[src/rtl/mdio_bitbang_target.sv]
module mdio_bitbang_target #(
  parameter int          REG_COUNT = 32,
  parameter int          DATA_W    = 16,
  parameter int          ID_A_IDX  = 2,
  parameter int          ID_B_IDX  = 3,
  parameter logic [15:0] ID_A_VAL  = 16'h0022,
  parameter logic [15:0] ID_B_VAL  = 16'h161A
) (
  input  logic       clk,
  input  logic       rst_n,
  input  logic       ctl_we,
  input  logic [3:0] ctl_wdata,
  output logic [3:0] ctl_rdata
);
  localparam int ADDR_W = $clog2(REG_COUNT);
  localparam int SYNC_W = 2 * DATA_W;
  localparam logic [1:0] S_IDLE = 2'd0, S_RD = 2'd1, S_WR = 2'd2;

  logic [3:0]        ctl_q;
  logic [SYNC_W-1:0] sh;
  logic signed [6:0] cnt;
  logic [1:0]        st;
  logic [DATA_W-1:0] dout;

  logic              rise, sbit, dec, shift_out, done;
  logic [SYNC_W-1:0] sh_n;
  logic signed [6:0] cnt_a;
  logic [1:0]        st_a;
  logic [DATA_W-1:0] dout_a, bank_q;
  logic [ADDR_W-1:0] freg;
  logic              unused_bits;

  assign rise  = ctl_we & ~ctl_q[3] & ctl_wdata[3];
  assign sbit  = ctl_wdata[0] & ctl_wdata[2];
  assign sh_n  = {sh[SYNC_W-2:0], sbit};
  assign cnt_a = (&sh_n) ? 7'sd32 : cnt;
  assign dec   = (cnt_a == 7'sd16);
  assign freg  = sh_n[2 +: ADDR_W];
  assign unused_bits = ^{ctl_wdata[1], sh_n[11:7]};

  always_comb begin
    bank_q = '0;
    if (int'(freg) == ID_A_IDX) bank_q = ID_A_VAL;
    if (int'(freg) == ID_B_IDX) bank_q = ID_B_VAL;
  end

  always_comb begin
    st_a = st;
    if (dec) begin
      if (sh_n[15:12] == 4'b0101 && sh_n[1:0] == 2'b10)   st_a = S_WR;
      else if (sh_n[15:12] == 4'b0110 && !sh_n[0])        st_a = S_RD;
      else                                                st_a = S_IDLE;
    end
  end

  assign dout_a    = (dec && st_a == S_RD) ? bank_q : dout;
  assign shift_out = rise && (cnt_a < 7'sd16) && (st_a == S_RD);
  assign done      = (cnt_a == 7'sd0) && (st_a != S_IDLE);

  always_ff @(posedge clk) begin
    if (!rst_n) begin
      ctl_q <= '0;
      sh    <= '0;
      cnt   <= '0;
      st    <= S_IDLE;
      dout  <= '0;
    end else begin
      if (ctl_we)
        ctl_q <= {ctl_wdata[3], ctl_wdata[2],
                  shift_out ? dout_a[DATA_W-1] : ctl_q[1], ctl_wdata[0]};
      if (rise) begin
        sh   <= sh_n;
        cnt  <= (cnt_a == -7'sd1) ? cnt_a : cnt_a - 7'sd1;
        st   <= done ? S_IDLE : st_a;
        dout <= shift_out ? {dout_a[DATA_W-2:0], 1'b0} : dout_a;
      end
    end
  end

  assign ctl_rdata = ctl_q;
endmodule


[config.mk]
export PLATFORM = sky130hd
export DESIGN_NAME = mdio_bitbang_target
export DESIGN_NICKNAME = d
export VERILOG_FILES = /design/src/rtl/mdio_bitbang_target.sv
export SDC_FILE = /design/constraint.sdc
export NUM_CORES = 1
export LEC_CHECK = 0
export BUFFER_PORTS_ARGS = -buffer_cell sky130_fd_sc_hd__buf_2
export CORE_ASPECT_RATIO = 0.8
export CORE_MARGIN = 10
export CORE_UTILIZATION = 30
export DETAILED_ROUTE_END_ITERATION = 10
export PLACE_DENSITY = 0.46
export SLEW_MARGIN = 5
export SYNTH_ARGS = -nofsm -noshare
export SYNTH_HDL_FRONTEND = slang
export SYNTH_SLANG_ARGS = --single-unit
[constraint.sdc]
create_clock -name clk -period 2.37 [get_ports clk]
set_input_delay 0.237 -clock clk [delete_from_list [all_inputs] [get_ports clk]]
set_output_delay 0.237 -clock clk [all_outputs]
set_load 0.02 [all_outputs]
# [Yosys cells after proc, flatten, opt, wreduce, memory -nomap -nowiden]
# Index checks and enable logic that the tools add are counted.
[word_totals] elab_cells=41 register_bits=60 in_bits=7
[classes] n_bitwise=4 n_eq_ne=8 order_cmp=1 n_addsub=1 n_mux=10 reduce_logical=11
[ops] operator="16-bit two-way mux" count=3
[ops] operator="32-bit AND reduction" count=1
[ops] operator="7-bit two-way mux" count=2
[ops] operator="5-bit by 3-bit equality test with 1-bit output (second input constant)" count=2
[ops] operator="4-bit by 3-bit equality test with 1-bit output (second input constant)" count=2
[ops] operator="7-bit by 1-bit equality test with 1-bit output (second input constant)" count=1
[ops] operator="7-bit by 6-bit equality test with 1-bit output (second input constant)" count=1
[ops] operator="7-bit logical NOT" count=1
[ops] operator="7-bit by 6-bit < comparator with 1-bit output (second input constant)" count=1
[ops] operator="7-bit by 2-bit subtractor with 7-bit output (second input constant)" count=1
[ops] operator="1-bit logical AND" count=6
[ops] operator="2-bit two-way mux" count=3
[ops] operator="6-bit two-way mux" count=1
[ops] operator="1-bit AND" count=3
[ops] operator="2-bit by 1-bit equality test with 1-bit output (second input constant)" count=1
[ops] operator="2-bit equality test (second input constant)" count=1
[ops] operator="2-bit AND reduction" count=1
[ops] operator="2-bit nonzero test" count=1
[ops] operator="1-bit logical NOT" count=1
[ops] operator="1-bit two-way mux" count=1
[ops] operator="1-bit NOT" count=1

# [Longest topological paths before layout]
# Gate-level depths: netlist (run 1).
[depth] word_depth=10 ltp_mapped=12 mapped_depth_nobuf=11

# [Worst setup path after synthesis (run 1)]
# Ideal clock, no wire load.
[synth_path] path_type="register to register" startpoint="register sh[5]" endpoint="register dout[13]" stages_incl_launch_ff=13 slack_ps=-175 required_time_ps=2240 synth_period_minus_slack_ps=2545 t_arrival_ps=2415 setup_time_ps=130 cell_sequence="dfxtp_1 -> nand4_1 -> nor4_1 -> nand3_1 -> clkbuf_1 -> nand2_1 -> ha_1 -> and2b_1 -> nand4_4 -> and2_4 -> buf_6 -> nor3_4 -> o22ai_1"
[synth_via] elab_chain_len=8
[synth_lines] item="start: declaration" line="20" text="logic [SYNC_W-1:0] sh;"
[synth_lines] item="start signal: assignment" line="72" text="sh <= sh_n;"
[synth_lines] item="32-bit AND reduction" line="36" text="assign cnt_a = (&sh_n) ? 7'sd32 : cnt;"
[synth_lines] item="7-bit two-way mux" line="36"
[synth_lines] item="7-bit by 6-bit equality test with 1-bit output" line="37" text="assign dec = (cnt_a == 7'sd16);"
[synth_lines] item="2-bit two-way mux" line="49" text="if (dec) begin"
[synth_lines] item="2-bit by 1-bit equality test with 1-bit output" line="56, 57"
[synth_lines] item="1-bit logical AND" line="56" text="assign dout_a = (dec && st_a == S_RD) ? bank_q : dout;"
[synth_lines] item="16-bit two-way mux" line="56"
[synth_lines] item="16-bit two-way mux *" line="75" text="dout <= shift_out ? {dout_a[DATA_W-2:0], 1'b0} : dout_a;"
[synth_lines] item="end signal: assignment" line="75"
[synth_lines] item="end: declaration" line="23" text="logic [DATA_W-1:0] dout;"
# Every way passes the cells marked *; elsewhere a longest branch is shown, timed or not.
# A chain may end at the register's enable or synchronous reset.

# [Worst setup path after layout (run 1)]
[layout_path] startpoint="register sh[30]" endpoint="register dout[5]"
[layout_via] elab_chain_len=8
[layout_lines] item="32-bit AND reduction *" line="36"
[layout_lines] item="7-bit two-way mux *" line="36"
[layout_lines] item="7-bit by 6-bit equality test with 1-bit output" line="37"
[layout_lines] item="2-bit two-way mux" line="49"
[layout_lines] item="2-bit by 1-bit equality test with 1-bit output" line="56, 57"
[layout_lines] item="1-bit logical AND" line="56"
[layout_lines] item="16-bit two-way mux" line="56"
[layout_lines] item="16-bit two-way mux *" line="75"
# Marked as above.

==> metrics, run 1 <==
number of I/O port buffers 9; final critical delay including setup and external delays approximately 2.4 ns; Yosys warning total 0; number of buffers inserted by hold repair at cts 0; clock tree buffer depth 2; headroom to the max-slew limit between 60% and 70%; critical-path cell list nand4_1 > nor4_2 > nand3_1 > buf_6 > nand2_4 > ha_4 > and2b_2 > nand4_4 > buf_4 > mux2_2 > o31ai_1 > a21oi_1; first-pass GRT wire length 11.24 mm; pin count of the biggest net entering global routing 38; post-route cell area approximately 3500 um2; number of inserted filler cells in the final layout 865; part of the total power dissipated in combinational logic 8.1%; endpoint kind of the worst setup timing path flip-flop; Reg-to-Reg Start sh[30]; biggest area contributors in the synthesized netlist dfxtp_1, nand2_1, a21oi_1; Initial Utilization 31.08%; Max H-tree Level 3; number of distinct library cells after synthesis 53; async set-or-reset flop fraction in the synthesized netlist 0%; net switching power 0.5522 mW; routed wirelength normalized by instance count 13.68 um; worst slack at placement -0.08059 ns; slowest cell on the critical path nor4_2; peak per-stage delay on the critical path 0.34 ns; part of the cycle the worst path needs between 90% and 100%; area delta synth->final 29.65%; critical path required time 2.60 ns; worst min-delay path category in -> reg; library cell with the highest instance count after synthesis nand2_1; total via count in the routed design 2,383; fin util between 40% and 50%; number of clock sinks 60; count of flip-flops with a built-in enable after synthesis 0; Final #Nets 377; classification of the worst setup path reg -> reg; fraction of post-synthesis cell area in the top cell type by area 44.96%; RSZ-0062 raised after global routing true; die outline area around 13,000 um2; primary flip-flop cell chosen by synthesis mapping dfxtp_1; outcome finished clean; via count of the first global-routing pass 2,276; maximum clock frequency 0.4241 GHz; post-synthesis sequential element count 60; Fin Hold WS around 0.16 ns; power density normalized to cell area 652.9 nW/um2; slack of the worst reg-to-reg path 0.01 ns; number of cells on the worst hold path 3; proportion of synthesized chip area in sequential cells 44.96%; n_diodes 0; DP Wirelength 4.432 mm; clock input transition at the sequential cells of the worst setup and hold paths 0.07 ns; MaxCap Viol Count 0; commonest cells in the netlist nand2_1, dfxtp_1, a21oi_1, clkbuf_1; Residual DRC 0; number of failing setup endpoints in the final timing report 0; final setup slack of the worst path 0.01209 ns; leak pwr about 1.2 nW; Core Region 8596 um2; vias per cell a little under 5; TritonCTS buffer count 9; mean area per synthesized cell 8.219 um2; cell count after synthesis 325; Clock Skews 0.01075 ns; clock tree from TritonCTS done; drt first-iter violations 121; number of antenna violations at the first check in global routing 0; final antenna-violating net count 0; arrival time of the worst setup path around 2.6 ns; Die Y 104.4 um; highest fanout seen on the critical path 5; GP Congestion between 0.7 and 0.8; total negative slack for setup checks 0 ns; Global Route Usage Sum 10.23%; clock tree root driver cell clkbuf_8; proportion of power drawn by the clock network 45.4%; net count after synthesis 335; clock latency at the later pin of the worst-skew pair 0.35 ns; slew at the pin closest to its max-slew limit 0.5107 ns; Cell Area, Synth 2671 um2; share of total power in sequential cells 46.4%; number of pins with negative max-slew slack in the final report 0; reg2reg path depth 12; Hold Crit Start ctl_wdata[3]; cell-internal power 1.709 mW; placed instance area 3097 um2; die width 125.5 um; Final Routed Wirelength 6.619 mm; share of post-route cells with drive strength above 1 29.57%; startpoint types flip-flop; Remaining Overflow, GRT 0; TritonRoute pass-1 iters 5; I/O pins 11; critical path startpoint sh[30]; Worst IR Drop VDD approximately 0.00037 V; Std-Cell Rows 30; switching share of power 24.42%; largest area contributor in the synthesized netlist dfxtp_1; final hold viol count 0
==> stage by stage <==
| stage | instances | power (mW) |
|---|---|---|
| after CTS | 481 | 2.287 |
| after detailed placement | 465 | 1.244 |
| after floorplan | 325 | 1.196 |
| after global placement | 465 | 1.242 |
| final | 484 | 2.261 |
| after global routing | 484 | 2.364 |
==> logic make-up (layout without fill, tap and decap cells) <==
family / count (synthesis) / in the layout / share of synthesized area [%]
AO/OA/AOI/OAI: 83 / 83 / 19.11
adder cells (fa/ha/maj): 3 / 3 / 1.405
buffers and inverters: 31 / 78 / 5.667
flip-flops: 60 / 60 / 44.96
multiplexers: 7 / 7 / 2.717
AND/OR/NAND/NOR: 141 / 141 / 26.14
==> per-layer routing <==
layer	part of all wire, %	vias up	track usage [%]
li1	-	1237	-
met2	42	28	14.15
met3	4.1	4	4.483
met4	0.68	0	2.463
met1	54	1114	13.98
met5	0	-	0
==> power by group through the flow <==
| stage | combinational [mW] | sequential [mW] | clock [mW] |
|---|---|---|---|
| finish | 0.184 | 1.05 | 1.03 |
| global route | 0.205 | 1.05 | 1.11 |
| CTS | 0.175 | 1.05 | 1.06 |
| detailed placement | 0.174 | 1.07 | 0 |
| global placement | 0.172 | 1.07 | 0 |
| floorplan | 0.135 | 1.06 | 0 |
==> sequential cells by signal, summed over array words and instances, names as in the netlist <==
| name | count |
|---|---|
| cnt | 7 |
| ctl_rdata | 4 |
| dout | 16 |
| sh | 31 |
| st | 2 |
==> critical path, delay by kind of cell (launching register included) <==
kind / cells / cell delay, ns
fa+ha+maj: 1 / 0.12
mux: 1 / 0.30
compound gates: 2 / 0.17
simple gates: 6 / 0.97
buf+inv: 2 / 0.35
flops: 1 / 0.33
==> cells in the final DEF, fill, tap and decap left out, types with 5 or more instances in the layout <==
cell,synthesis,final
dfxtp_1,60,51
buf_4,1,43
o22ai_1,8,8
nor2_1,11,9
dfxtp_2,0,9
buf_6,2,5
clkbuf_8,0,10
nand2_1,86,84
mux2i_1,5,5
nand4_1,11,11
a31oi_1,6,6
buf_2,4,9
a21oi_1,39,39
==> final timing paths <==
check	end
setup / recovery	dout[5]
hold / removal	ctl_rdata[3]
setup reg to reg	dout[5]
hold reg to reg	sh[30]
==> what timing repair did <==
action	CTS	global route
cloned	0	0
buffers inserted	0	3
resized for setup	9	21
pin swaps	5	14
endpoints found under the setup margin	19	21
==> layout make-up <==
class                   instances  area (um2)  share of cell area (%)
multi-input cells             234        1451                   41.91
flip-flops and latches         60        1212                   35.01
repair buffers                 57       424.2                   12.25
clock buffers                  11       141.4                   4.082
well taps                     112       140.1                   4.046
clock inverters                 5       75.07                   2.168
inverters                       5       18.77                  0.5419
Power figures use the tool's default switching activity.
==> run 2: changes to the inputs <==
==> constraint.sdc (replaced) <==
create_clock -name clk -period 2.37 [get_ports clk]
set_input_delay 0.3555 -clock clk [delete_from_list [all_inputs] [get_ports clk]]
set_output_delay 0.3555 -clock clk [all_outputs]
set_load 0.02 [all_outputs]
==> metrics, run 2 (synthesis results as in run 1) <==
flip-flop count of the largest register after layout 31; Max H-tree Level 3; headroom to the max-slew limit 67.74%; clock tree from TritonCTS done; commonest non-fill, non-tap cells in the layout nand2_1, dfxtp_1, buf_4; classification of the worst setup path reg -> reg; number of pins with negative max-slew slack in the final report 0; placed instance area between 3000 and 4000 um2; final setup slack of the worst path 0.01135 ns; Fin Hold WS 0.2923 ns; proportion of power drawn by the clock network a little over two fifths; part of the total power dissipated in combinational logic 8.7%; number of inserted filler cells in the final layout 897; total length of routed met3 wires 265 um; critical path required time 2.58 ns; area delta synth->final 26.84%; number of failing setup endpoints in the final timing report 0; startpoint types flip-flop; first-pass GRT wire length 11.00 mm; number of clock sinks 60; endpoint kind of the worst setup timing path flip-flop; via count of the first global-routing pass around 2,200; total chip power 2.125 mW; number of cells on the worst hold path 3; slack of the worst reg-to-reg path 0.01 ns; MaxCap Viol Count 0; leak pwr 1.222 nW; length of routed met2 wiring 2.620 mm; Biggest register sh; switching share of power 25.54%; Final #Nets 377; final antenna-violating net count 0; reg2reg path depth 12; destination of the worst register-to-register timing path dout[7]; most frequent standard cell in the layout excluding fill and tap cells nand2_1; Final Routed Wirelength around 6.6 mm; area occupied by registers 1210 um2; cell-internal power 1.582 mW; Core Region 8596 um2; share of total power in sequential cells 49.4%; number of antenna violations at the first check in global routing 0; leading registers by flop count sh (31), dout (16), cnt (7); slew at the pin closest to its max-slew limit 0.4772 ns; DP Wirelength 4.407 mm; Remaining Overflow, GRT 0; clock tree buffer depth 2; vias per cell 4.925; final non-filler cell total ~480; multi-input combinational cell area 1410 um2; number of I/O port buffers 9; final critical delay including setup and external delays 2.359 ns; RSZ-0062 raised after global routing true; part of the cycle the worst path needs 99.52%; sum of routed wire segments on met1 3.678 mm; maximum clock frequency between 0.4 and 0.5 GHz; Die Y 104.4 um; power density normalized to cell area approximately 630 nW/um2; fin util slightly below 40%; post-route cell area 3388 um2; total negative slack for setup checks 0 ns; die width about 130 um; final hold viol count 0; n_diodes 0; I/O pins 11; worst min-delay path category in -> reg; Clock Skews slightly above 0.005 ns; pin count of the biggest net entering global routing 38; highest fanout seen on the critical path 9; total via count in the routed design ~2,400; Reg-to-Reg Start sh[4]; arrival time of the worst setup path between 2 and 3 ns; clock latency at the later pin of the worst-skew pair around 0.34 ns; instance count after placement with tap cells included between 400 and 500; TritonRoute pass-1 iters 4; Residual DRC 0; Top Metal Used met4; Std-Cell Rows 30; Hold Crit Start ctl_wdata[3]; share of post-route cells with drive strength above 1 about 28%; net switching power 0.5427 mW; worst slack at placement -0.08870 ns; outcome finished clean; Global Route Usage Sum a little over 10%; end of the worst hold path ctl_rdata[3]; drt first-iter violations 239; clock tree root driver cell clkbuf_8; die outline area 13,100 um2; clock input transition at the sequential cells of the worst setup and hold paths 0.07 ns; Worst IR Drop VDD 0.0003605 V; routed wirelength normalized by instance count 13.68 um; Initial Utilization just over 30%; GP Congestion 0.7447; TritonCTS buffer count 9
run 2: cell count changes in the layout (fill, tap and decap cells not counted), sizes merged:
cell	before	now
bufinv	2	0
clkinv	4	2
clkbuf	11	14
run 2: final cells by class:
class | count | share of cell area [%]
inverters | 5 | 0.5539
well taps | 112 | 4.136
flip-flops and latches | 60 | 35.71
multi-input cells | 234 | 41.62
clock buffers | 14 | 5.391
repair buffers | 57 | 12.44
clock inverters | 1 | 0.1477
run 2: power groups by stage:
| stage | combinational (mW) | clock (mW) | sequential, mW |
|---|---|---|---|
| floorplan | 0.135 | 0 | 1.06 |
| global placement | 0.176 | 0 | 1.07 |
| detailed placement | 0.178 | 0 | 1.07 |
| CTS | 0.179 | 0.918 | 1.05 |
| global route | 0.205 | 0.959 | 1.05 |
| finish | 0.184 | 0.890 | 1.05 |
run 2: worst max-delay path by stage:
| stage | to | slack (ns) | depth (start not counted) | start |
|---|---|---|---|---|
| after floorplan | dout[13] | -0.08 | 12 | sh[7] |
| after global placement | dout[13] | -0.06 | 12 | sh[25] |
| after detailed placement | dout[3] | -0.09 | 12 | sh[25] |
| after CTS | dout[7] | 0.004 | 12 | sh[6] |
| after global routing | dout[6] | -0.15 | 12 | sh[6] |
| final | dout[7] | 0.01 | 12 | sh[4] |
run 2: critical path, cell delays in order (launching register included):
cell,delay [ns]
dfxtp_1,0.34
nand4_1,0.13
nor4_2,0.32
nand3_1,0.14
buf_6,0.16
nand2_4,0.06
ha_4,0.12
and2b_2,0.17
nand4_4,0.12
and2_4,0.20
nor3_4,0.22
buf_12,0.15
o22ai_1,0.07
run 2: repair_timing:
action,4_1_cts,5_1_grt
gates resized for setup,7,13
hold buffers,0,0
cloned,0,0
setup endpoints to repair,19,20
setup buffers,0,2
pin swaps,1,9
run 2: per-layer routing:
metal | global-route usage (%) | vias to the layer above
met5 | 0 | -
met1 | 14.57 | 1111
met4 | 2.709 | 0
li1 | - | 1235
met2 | 12.81 | 27
met3 | 4.840 | 6
